**src/rtl/dbuf_pkg.sv**
```systemverilog
// Package: shared encodings for the video double-buffer controller.
// Assumes a two-half buffer; the upper half also holds the static image.
package dbuf_pkg;
    localparam int MODE_W = 2;
    localparam logic [MODE_W-1:0] MODE_ON = 2'b11;

    typedef enum logic {
        HALF_UPPER = 1'b0,
        HALF_LOWER = 1'b1
    } half_t;

    // Return the other half of the buffer.
    function automatic half_t other_half(input half_t h);
        return (h == HALF_UPPER) ? HALF_LOWER : HALF_UPPER;
    endfunction
endpackage

```
**src/rtl/dbuf_status.sv**
```systemverilog
// Module: tracks the burst-in-progress and frame-completed flags and decides
// whether a trade of halves is allowed at this vertical-blank strobe.
// Assumes single-cycle strobes; an enable of 0 acts as a synchronous clear.
module dbuf_status (
    input  logic clk,
    input  logic rst_n,
    input  logic en,
    input  logic frame_start,
    input  logic frame_done,
    input  logic vblank_start,
    output logic swap
);
    logic busy_q;
    logic done_q;
    logic blocked;
    logic have_frame;

    // A burst blocks the trade if it starts now or is still open.
    assign blocked    = frame_start | (busy_q & ~frame_done);
    // A frame that ends in this same cycle already counts.
    assign have_frame = done_q | frame_done;
    assign swap       = en & vblank_start & have_frame & ~blocked;

    // Burst-in-progress flag: set by frame start, cleared by frame done.
    always_ff @(posedge clk) begin
        if (!rst_n || !en)      busy_q <= 1'b0;
        else if (frame_start)   busy_q <= 1'b1;
        else if (frame_done)    busy_q <= 1'b0;
    end

    // Sticky completion flag: set by frame done, consumed by a trade.
    always_ff @(posedge clk) begin
        if (!rst_n || !en)      done_q <= 1'b0;
        else if (swap)          done_q <= 1'b0;
        else if (frame_done)    done_q <= 1'b1;
    end


    start_blocks_chk: assert property (@(posedge clk) disable iff (!rst_n)
        frame_start |-> !swap);


    disable_clears_chk: assert property (@(posedge clk) disable iff (!rst_n)
        !en |=> (!done_q && !busy_q));


    done_consumed_chk: assert property (@(posedge clk) disable iff (!rst_n)
        swap |=> !done_q);
endmodule

```
**src/rtl/dbuf_pointers.sv**
```systemverilog
// Module: holds the video write half and the video read half and trades
// them when told to. Assumes swap is asserted only while enabled.
module dbuf_pointers
    import dbuf_pkg::*;
(
    input  logic  clk,
    input  logic  rst_n,
    input  logic  en,
    input  logic  swap,
    output half_t wr_ptr,
    output half_t rd_ptr
);
    // Pointer registers: reset or disable restores lower-write / upper-read.
    always_ff @(posedge clk) begin
        if (!rst_n || !en) begin
            wr_ptr <= HALF_LOWER;
            rd_ptr <= HALF_UPPER;
        end else if (swap) begin
            wr_ptr <= other_half(wr_ptr);
            rd_ptr <= other_half(rd_ptr);
        end
    end


    halves_differ_chk: assert property (@(posedge clk) disable iff (!rst_n)
        wr_ptr != rd_ptr);


    disable_home_chk: assert property (@(posedge clk) disable iff (!rst_n)
        !en |=> (wr_ptr == HALF_LOWER && rd_ptr == HALF_UPPER));
endmodule

```
**src/rtl/vid_dbuf_ctrl.sv**
```systemverilog
// Module: top of the video double-buffer controller. It routes static
// writes to the upper half and video traffic to the tracked halves.
// Assumes all strobes are synchronous to clk and one cycle wide.
module vid_dbuf_ctrl
    import dbuf_pkg::*;
(
    input  logic              clk,
    input  logic              rst_n,
    input  logic [MODE_W-1:0] mode,
    input  logic              video_wr,
    input  logic              frame_start,
    input  logic              frame_done,
    input  logic              vblank_start,
    output logic              wr_half,
    output logic              vid_rd_half
);
    logic  en;
    logic  swap;
    half_t wr_ptr;
    half_t rd_ptr;

    assign en = (mode == MODE_ON);

    dbuf_status u_status (
        .clk          (clk),
        .rst_n        (rst_n),
        .en           (en),
        .frame_start  (frame_start),
        .frame_done   (frame_done),
        .vblank_start (vblank_start),
        .swap         (swap)
    );

    dbuf_pointers u_ptrs (
        .clk    (clk),
        .rst_n  (rst_n),
        .en     (en),
        .swap   (swap),
        .wr_ptr (wr_ptr),
        .rd_ptr (rd_ptr)
    );

    // Output select: static data and disabled mode always use the upper half.
    always_comb begin
        wr_half     = (en && video_wr) ? wr_ptr : HALF_UPPER;
        vid_rd_half = en ? rd_ptr : HALF_UPPER;
    end


    swap_at_vblank_chk: assert property (@(posedge clk) disable iff (!rst_n)
        (en && $past(en) && !$stable(rd_ptr)) |-> $past(vblank_start));


    idle_vblank_chk: assert property (@(posedge clk) disable iff (!rst_n)
        (en && !vblank_start) |=> $stable(rd_ptr));


    static_upper_chk: assert property (@(posedge clk) disable iff (!rst_n)
        !video_wr |-> (wr_half == HALF_UPPER));
endmodule

```
**config.mk**
```make
export PLATFORM = sky130hd
export DESIGN_NAME = vid_dbuf_ctrl
export DESIGN_NICKNAME = d
export VERILOG_FILES = /design/src/rtl/dbuf_pkg.sv /design/src/rtl/dbuf_status.sv /design/src/rtl/dbuf_pointers.sv /design/src/rtl/vid_dbuf_ctrl.sv
export SDC_FILE = /design/constraint.sdc
export NUM_CORES = 1
export LEC_CHECK = 0
export ABC_AREA = 1
export BUFFER_PORTS_ARGS = -buffer_cell sky130_fd_sc_hd__buf_2
export CORE_AREA = 2 2 39 41
export CTS_CLUSTER_SIZE = 10
export DETAILED_ROUTE_END_ITERATION = 10
export DIE_AREA = 0 0 41 43
export PLACE_DENSITY = 0.35
export SETUP_SLACK_MARGIN = 0.05
export SLEW_MARGIN = 25
export SYNTH_ARGS = -nofsm -noshare
export SYNTH_HDL_FRONTEND = slang
export SYNTH_SLANG_ARGS = --single-unit
```
**constraint.sdc**
```tcl
create_clock -name clk -period 1.8 [get_ports clk]
set_input_delay 0.18 -clock clk [delete_from_list [all_inputs] [get_ports clk]]
set_output_delay 0.18 -clock clk [all_outputs]
set_load 0.05 [all_outputs]
```
# After elaboration in Yosys (flattened, before gate mapping)
# Index checks and enable logic that the tools add are counted.
# word_totals
in_bits	8
ff_bits	4
output_inout_bits	2
wordCells	25
# classes
n_bitwise	8
n_reduce_logical	6
n_eq_ne	1
n_mux	6
# op_table
op	count
$mux W1	6
$and A1 B1 Y1	4
$eq A2 B2 Y1 const B	1
$logic_not A1 Y1	2
$not A1 Y1	2
$or A1 B1 Y1	2
$reduce_bool A2 Y1	1
$reduce_or A2 Y1	1
$logic_and A1 B1 Y1	1
$logic_or A1 B1 Y1	1

# Logic depth before layout (Yosys ltp)
# Gate-level depths: netlist (run 1).
# logic_depth
ltp_word	6
mapped_depth	5

# Modules after synthesis
# Synthesis (run 1) repeated with hierarchy kept, for this count alone.
# unflattened
cells_unflattened	35
hier_area_um2	230.2
# by_module_without_submodules
module	cells_each	area_per_inst_um2	instances
dbuf_status	16	120.1	1
dbuf_pointers	13	82.6	1
vid_dbuf_ctrl	6	27.5	1

# Least setup slack after synthesis (run 1)
# OpenSTA, ideal clock, no wires.
# synth_timing
path_kind	flip-flop to output port
from	reg u_ptrs.rd_ptr
to	out vid_rd_half
required_ns	1.620
slack_ns	0.600
t_arrival_ns	1.020
path_stages_with_launch	3
n_path_buf	0
path_cell_list	dfxtp_1 inv_1 nor2_1
# synth_via
elab_chain_cells	1
# synth_lines
item	line	source
start: declaration	dbuf_pointers.sv:11	output half_t rd_ptr
start signal: assignment	dbuf_pointers.sv:20	rd_ptr <= other_half(rd_ptr);
$mux W1	vid_dbuf_ctrl.sv:46	vid_rd_half = en ? rd_ptr : HALF_UPPER;
end: declaration	vid_dbuf_ctrl.sv:15	output logic vid_rd_half
# No other way between the ends.

# Worst setup path after layout (run 1)
# layout_timing
from	reg u_ptrs.wr_ptr
to	out wr_half
# layout_via
elab_chain_cells	1
# layout_lines
item	line	source
start: declaration	dbuf_pointers.sv:10	output half_t wr_ptr,
start signal: assignment	dbuf_pointers.sv:19	wr_ptr <= other_half(wr_ptr);
$mux W1	vid_dbuf_ctrl.sv:45	wr_half = (en && video_wr) ? wr_ptr : HALF_UPPER;
end: declaration	vid_dbuf_ctrl.sv:14	output logic wr_half,
# No other way between the ends.

==> results by group, run 1 <==
Clock network
  • Cts hold-fix bufs: 0
  • CTS H-tree depth: 1
  • Longest Clk Path Bufs: 2
  • Root buf cell: clkbuf_4
  • Setup bufs post-CTS: 0
  • Resized cells post-CTS: 0
  • TritonCTS Sinks: 4
  • Number of buffers created by CTS: 3
  • CTS tree: built
  • Clk Latency, worst-skew pair: between 200 and 250 ps
  • CTS clk-pin slew, worst paths: 40 ps

STA
  • Tcrit/Tclk final: 0.630
  • Fin. Hold Viols: 0
  • Worst Setup Slack, final: 665 ps
  • Setup TNS Final: 0 ps
  • RSZ-0062 raised after global routing: no
  • FMAX: 0.881 GHz
  • Setup violators final: 0
  • Hold_ws: 210 ps
  • Pins Over Slew Limit: 0
  • Tmin final: around 1100 ps
  • Slew @ Worst Pin: 247 ps
  • Slew HR: 0.836
  • Clock Skews: 4.86 ps

Finish
  • Final cell count without fillers: 55
  • Ant diodes: 0
  • # nets final: 49
  • Most frequent cells in the layout: buf_2 (9), nand2_1 (6), nor2_1 (6)
  • Fin util: 0.202
  • Fraction of layout instances using a drive strength above 1: 0.359
  • P&R area growth vs syn: 45.8%
  • Commonest non-fill, non-tap cell in the layout: buf_2

Critical path
  • R2r startpoint: u_status.done_q
  • Slowest CP cell: dfxtp_1
  • CP required: 1620 ps
  • CP endpoint kind: primary output
  • Worst path bufs/invs: 1
  • R2r endpoint: u_ptrs.wr_ptr
  • Worst reg2reg setup slack: 940 ps
  • Crit path largest cell delay: 340 ps
  • Worst-path maximum fanout: 3
  • WP depth: 3
  • Worst-path cell chain: nand2_1, nor2_1, buf_2
  • Crit path kind: reg2out
  • Worst Path Arrival: 950 ps
  • R2R depth: 5
  • Largest delay share family, worst path: flip-flops
  • Startpoint types: flop

Yosys
  • YS warnings: 0
  • Synth area leaders: dfxtp_1 (42%), nand2_1 (12%), nor2_1 (12%)
  • Post-synthesis instance area: 191 um^2
  • Net Count, Synth: 35
  • Cell type with the highest aggregate area in the netlist: dfxtp_1
  • Number of library cell types mapped by synthesis: 10
  • Share of Yosys cell area claimed by the top area cell type: 0.418
  • Synth Area per Inst: just over 7 um^2
  • Post-synthesis sequential area ratio: 0.418
  • Seq cells post-synth: 4
  • Synthesized instance count: 27

Power
  • P_leak: 0.131 nW
  • Power per cell area: between 800 and 900 mW/mm^2
  • Maximum VDD drop: between 0.2 and 0.3 mV

Global route
  • Number of global-route vias before repair: around 210
  • All-layer global routing usage: 0.0683
  • Total gr overflow: 0
  • First-pass GRT wire length: 724 um
  • Largest net degree at the start of global routing: 6
  • Initial antenna violation count: 0

Die
  • Starting density of the core: 0.138
  • Cell Rows: 14
  • Die area: 0.00176 mm^2
  • Die X-Extent: 41 um
  • Die height: 43 um
  • I/O Pins: 10
  • Core Area: ~0.0014 mm^2

Route
  • DR vias/cell: 3.69
  • 1st-iter DRT viols: 2
  • WL/cell: 7.44 um
  • Post-route ant nets: 0
  • Drt total wl: just over 400 um
  • DR vias: 203
  • DRC Markers: 0
  • First-pass detailed-route iteration total: 2

Place
  • Pre-CTS setup slack: 879 ps
  • Routability cong.: 0.641
  • DP Wirelength: 342 um
  • Placed cells: 52
  • Port bufs: 9

Outcome
  • Status: finished, final reports clean

Min path
  • HP Start: frame_done
  • Hold path cells: 3
  • Worst hold path endpoint: u_status.done_q
  • Hold Crit Class: in2reg

Run
  • # Max-Cap Violations: 0
[power by group]
part / switching (mW) / internal, mW
Combinational: 0.0154 / 0.0105
Sequential: 0.000768 / 0.0907
Clock: 0.0336 / 0.0743
[final cells by class]
type / count / area [um^2]
Inverter: 3 / 11.3
Fill cell: 163 / 1100
Tap cell: 16 / 20.0
Clock buffer: 3 / 22.5
Sequential cell: 4 / 80.1
Multi-Input combinational cell: 20 / 100
Timing Repair Buffer: 9 / 45.0
[cells in the mapped netlist]
| library cell | n |
|---|---|
| nor2_1 | 6 |
| nor2_2 | 1 |
| nand3b_1 | 1 |
| nand3_1 | 3 |
| a21oi_4 | 1 |
| dfxtp_1 | 4 |
| nor3_1 | 1 |
| inv_1 | 3 |
| nand2_1 | 6 |
| a21oi_1 | 1 |
[tightest hold or removal path, delay by kind of cell]
family / cells / cell delay (ps)
buffers and inverters: 1 / 90
AND/OR/NAND/NOR: 2 / 140
[sequential cells by signal, indices dropped and copies added, names as in the netlist]
| name | flops |
|---|---|
| u_ptrs.rd_ptr | 1 |
| u_ptrs.wr_ptr | 1 |
| u_status.busy_q | 1 |
| u_status.done_q | 1 |
[how the worst max path moves through the flow]
stage                       end     startpoint
detailed placement      wr_half        mode[0]
floorplan           vid_rd_half  u_ptrs.rd_ptr
global placement        wr_half  u_ptrs.wr_ptr
global route        vid_rd_half  u_ptrs.rd_ptr
CTS                     wr_half  u_ptrs.wr_ptr
finish                  wr_half  u_ptrs.wr_ptr
[metrics by stage]
stage	total power, mW	area, um^2
finish	0.225	279
global route	0.244	279
CTS	0.232	279
detailed placement	0.119	256
global placement	0.119	256
floorplan	0.108	191
[metal layers]
| metal | track usage | part of all wire |
|---|---|---|
| met5 | 0 | 0 |
| met4 | 0.0400 | 0 |
| met3 | 0.0785 | 0.13 |
| met2 | 0.0844 | 0.44 |
| met1 | 0.0643 | 0.43 |
[logic make-up (layout without fill, tap and decap cells)]
| logic type | count (synthesis) | after routing | share of synthesized area |
|---|---|---|---|
| AND/OR/NAND/NOR | 18 | 18 | 0.412 |
| AO/OA/AOI/OAI | 2 | 2 | 0.111 |
| flip-flops | 4 | 4 | 0.418 |
| buffers and inverters | 3 | 15 | 0.0588 |
(Power assumes the default switching activity.)
==> inputs of run 2 (changes only) <==
clock period = 1.16 ns   (was 1.8 ns; I/O delays follow)
==> run 2 against run 1 <==
  * Clock power grew 62%
  * Worst setup slack lost 540 ps
  * Combinational power grew 62%
  * Die area is the same
  * Non-clock buffer count is the same
  * Sequential share of layout area shrank 0.99 points
  * Critical path type unchanged
  * Largest power group unchanged
  * Highest routed layer unchanged
==> results by group, run 2 (same netlist as run 1, synthesis figures left out) <==
Clock network
  • CTS tree: built
  • TritonCTS Sinks: 4 (unchanged)
  • CTS clk-pin slew, worst paths: 40 ps (about the same)
  • CTS H-tree depth: 1 (unchanged)
  • Longest Clk Path Bufs: 2 (unchanged)
  • Resized cells post-CTS: 0 (unchanged)
  • Root buf cell: clkbuf_4
  • Cts hold-fix bufs: 0 (unchanged)
  • Number of buffers created by CTS: 3 (unchanged)
  • Setup bufs post-CTS: 0 (unchanged)
  • Clk Latency, worst-skew pair: 240 ps (about the same)

Critical path
  • Worst Path Arrival: 920 ps (-30 ps)
  • Worst-path maximum fanout: 3 (unchanged)
  • CP required: 1040 ps (-580 ps)
  • Crit path kind: reg2out
  • Worst-path cell chain: inv_1, nor2_2, buf_4
  • Slowest CP cell: dfxtp_1
  • Crit path largest cell delay: 340 ps (about the same)
  • CP endpoint kind: primary output
  • Largest delay share family, worst path: flip-flops
  • Startpoint types: flop
  • Worst path bufs/invs: 2 (+1)

Global route
  • Total gr overflow: 0 (unchanged)
  • Number of global-route vias before repair: 195 (-7.6%)
  • All-layer global routing usage: 0.0672 (-0.00107)
  • Largest net degree at the start of global routing: 6 (unchanged)
  • First-pass GRT wire length: 703 um (-2.9%)
  • Initial antenna violation count: 0 (unchanged)

Die
  • Die area: 0.00176 mm^2 (unchanged)
  • Cell Rows: 14 (unchanged)
  • Starting density of the core: 0.138 (unchanged)
  • Core Area: 0.00138 mm^2 (unchanged)
  • I/O Pins: 10 (unchanged)
  • Die height: 43 um (unchanged)
  • Die X-Extent: 41 um (unchanged)

Finish
  • P&R area growth vs syn: 51.0%
  • Fraction of layout instances using a drive strength above 1: 0.410 (+0.0513)
  • # nets final: 49 (unchanged)
  • Fin area: 289 um^2 (+3.6%)
  • Ant diodes: 0 (unchanged)
  • Most frequent cells in the layout: buf_2 (7), nand2_1 (6), nor2_1 (4), dfxtp_1 (4)
  • Commonest non-fill, non-tap cell in the layout: buf_2

Power
  • Flop pwr share: 0.395 (-0.011)
  • Comb pwr share: 0.117 (+0.002)
  • Internal Dissipation: 0.274 mW (+56%)
  • Power share of the clock group: 0.488 (+0.009)
  • Power per cell area: 1240 mW/mm^2 (+54%)
  • Net switching power figure: 0.0855 mW (+72%)
  • Net Sw Frac: 0.238 (+0.0167)
  • Maximum VDD drop: 0.331 mV (+31%)
  • P_leak: 0.130 nW (-0.30%)

STA
  • Clock Skews: 3.83 ps (-1.02 ps)
  • FMAX: approximately 0.96 GHz
  • Tmin final: 1040 ps
  • Setup TNS Final: 0 ps (unchanged)
  • Slew @ Worst Pin: 208 ps (-38.9 ps)
  • Fin. Hold Viols: 0 (unchanged)
  • Slew HR: 0.861 (+0.0243)
  • Pins Over Slew Limit: 0 (unchanged)
  • RSZ-0062 raised after global routing: yes
  • Tcrit/Tclk final: 0.894
  • Setup violators final: 0 (unchanged)

Route
  • Drt total wl: 408 um (-0.24%)
  • Post-route ant nets: 0 (unchanged)
  • First-pass detailed-route iteration total: 2 (unchanged)
  • 1st-iter DRT viols: 6 (+4)
  • DRC Markers: 0 (unchanged)
  • DR vias: 207 (+2.0%)
  • WL/cell: 7.42 um (-0.24%)
  • DR vias/cell: 3.76 (+2.0%)

Min path
  • Hold Crit Class: in2reg

Run
  • # Max-Cap Violations: 0 (unchanged)

Place
  • DP Wirelength: 329 um (-3.8%)
  • Placed cell areas: 262 um^2 (+2.0%)
  • Routability cong.: 0.627 (-2.1%)
  • Port bufs: 9 (unchanged)

Outcome
  • Status: finished, final reports clean
-- run 2: routing by layer --
layer / part of all wire / GRT usage / wire length (um) / vias to the layer above
met5: 0 / 0 / 0 / -
met4: 0 / 0.0200 / 0 / 0
met3: 0.13 / 0.0942 / 55 / 0
met2: 0.46 / 0.0906 / 187 / 7
met1: 0.40 / 0.0545 / 165 / 89
li1: - / - / - / 111
-- run 2: worst reg2reg max path, delay by kind of cell, from the launching register on --
| family | cells | cell delay, ps |
|---|---|---|
| DFF | 1 | 320 |
| and+or+nand+nor | 3 | 200 |
| AOI/OAI and AO/OA | 1 | 190 |
-- run 2: path summary, 6_finish.rpt --
kind | end | startpoint | cells after the start | slack (ps)
min reg2reg | u_status.done_q | u_status.done_q | 2 | 480
max reg2reg | u_ptrs.wr_ptr | u_status.busy_q | 4 | 320
max | vid_rd_half | u_ptrs.rd_ptr | 3 | 120
min | u_status.busy_q | rst_n | 3 | 130
-- run 2: through the flow --
| stage | std cells | hold slack (ps) | setup WS, ps | power [mW] | utilization |
|---|---|---|---|---|---|
| after floorplan | 27 | 259 | 241 | 0.168 | - |
| after detailed placement | 52 | 381 | 311 | 0.186 | 0.189 |
| after global placement | 52 | 385 | 314 | 0.186 | 0.189 |
| after CTS | 55 | 129 | 54.4 | 0.370 | 0.205 |
| final | 55 | 133 | 123 | 0.359 | 0.209 |
| after global routing | 55 | 146 | 40.5 | 0.391 | 0.209 |
-- run 2: layout make-up --
class                           count  area (um^2)
Tap cell                           16         20.0
Timing Repair Buffer                9         50.0
Fill cell                         164         1090
Multi-Input combinational cell     20          105
Clock buffer                        3         22.5
Inverter                            3         11.3
Sequential cell                     4         80.1
-- run 2: power by group through the flow --
| stage | combinational [mW] | sequential [mW] | clock [mW] |
|---|---|---|---|
| 2_1_floorplan | 0.0243 | 0.144 | 0 |
| 3_3_place_gp | 0.0419 | 0.144 | 0 |
| 3_5_place_dp | 0.0417 | 0.144 | 0 |
| 4_1_cts | 0.0420 | 0.142 | 0.186 |
| 5_1_grt | 0.0480 | 0.142 | 0.201 |
| 6_report | 0.0422 | 0.142 | 0.175 |
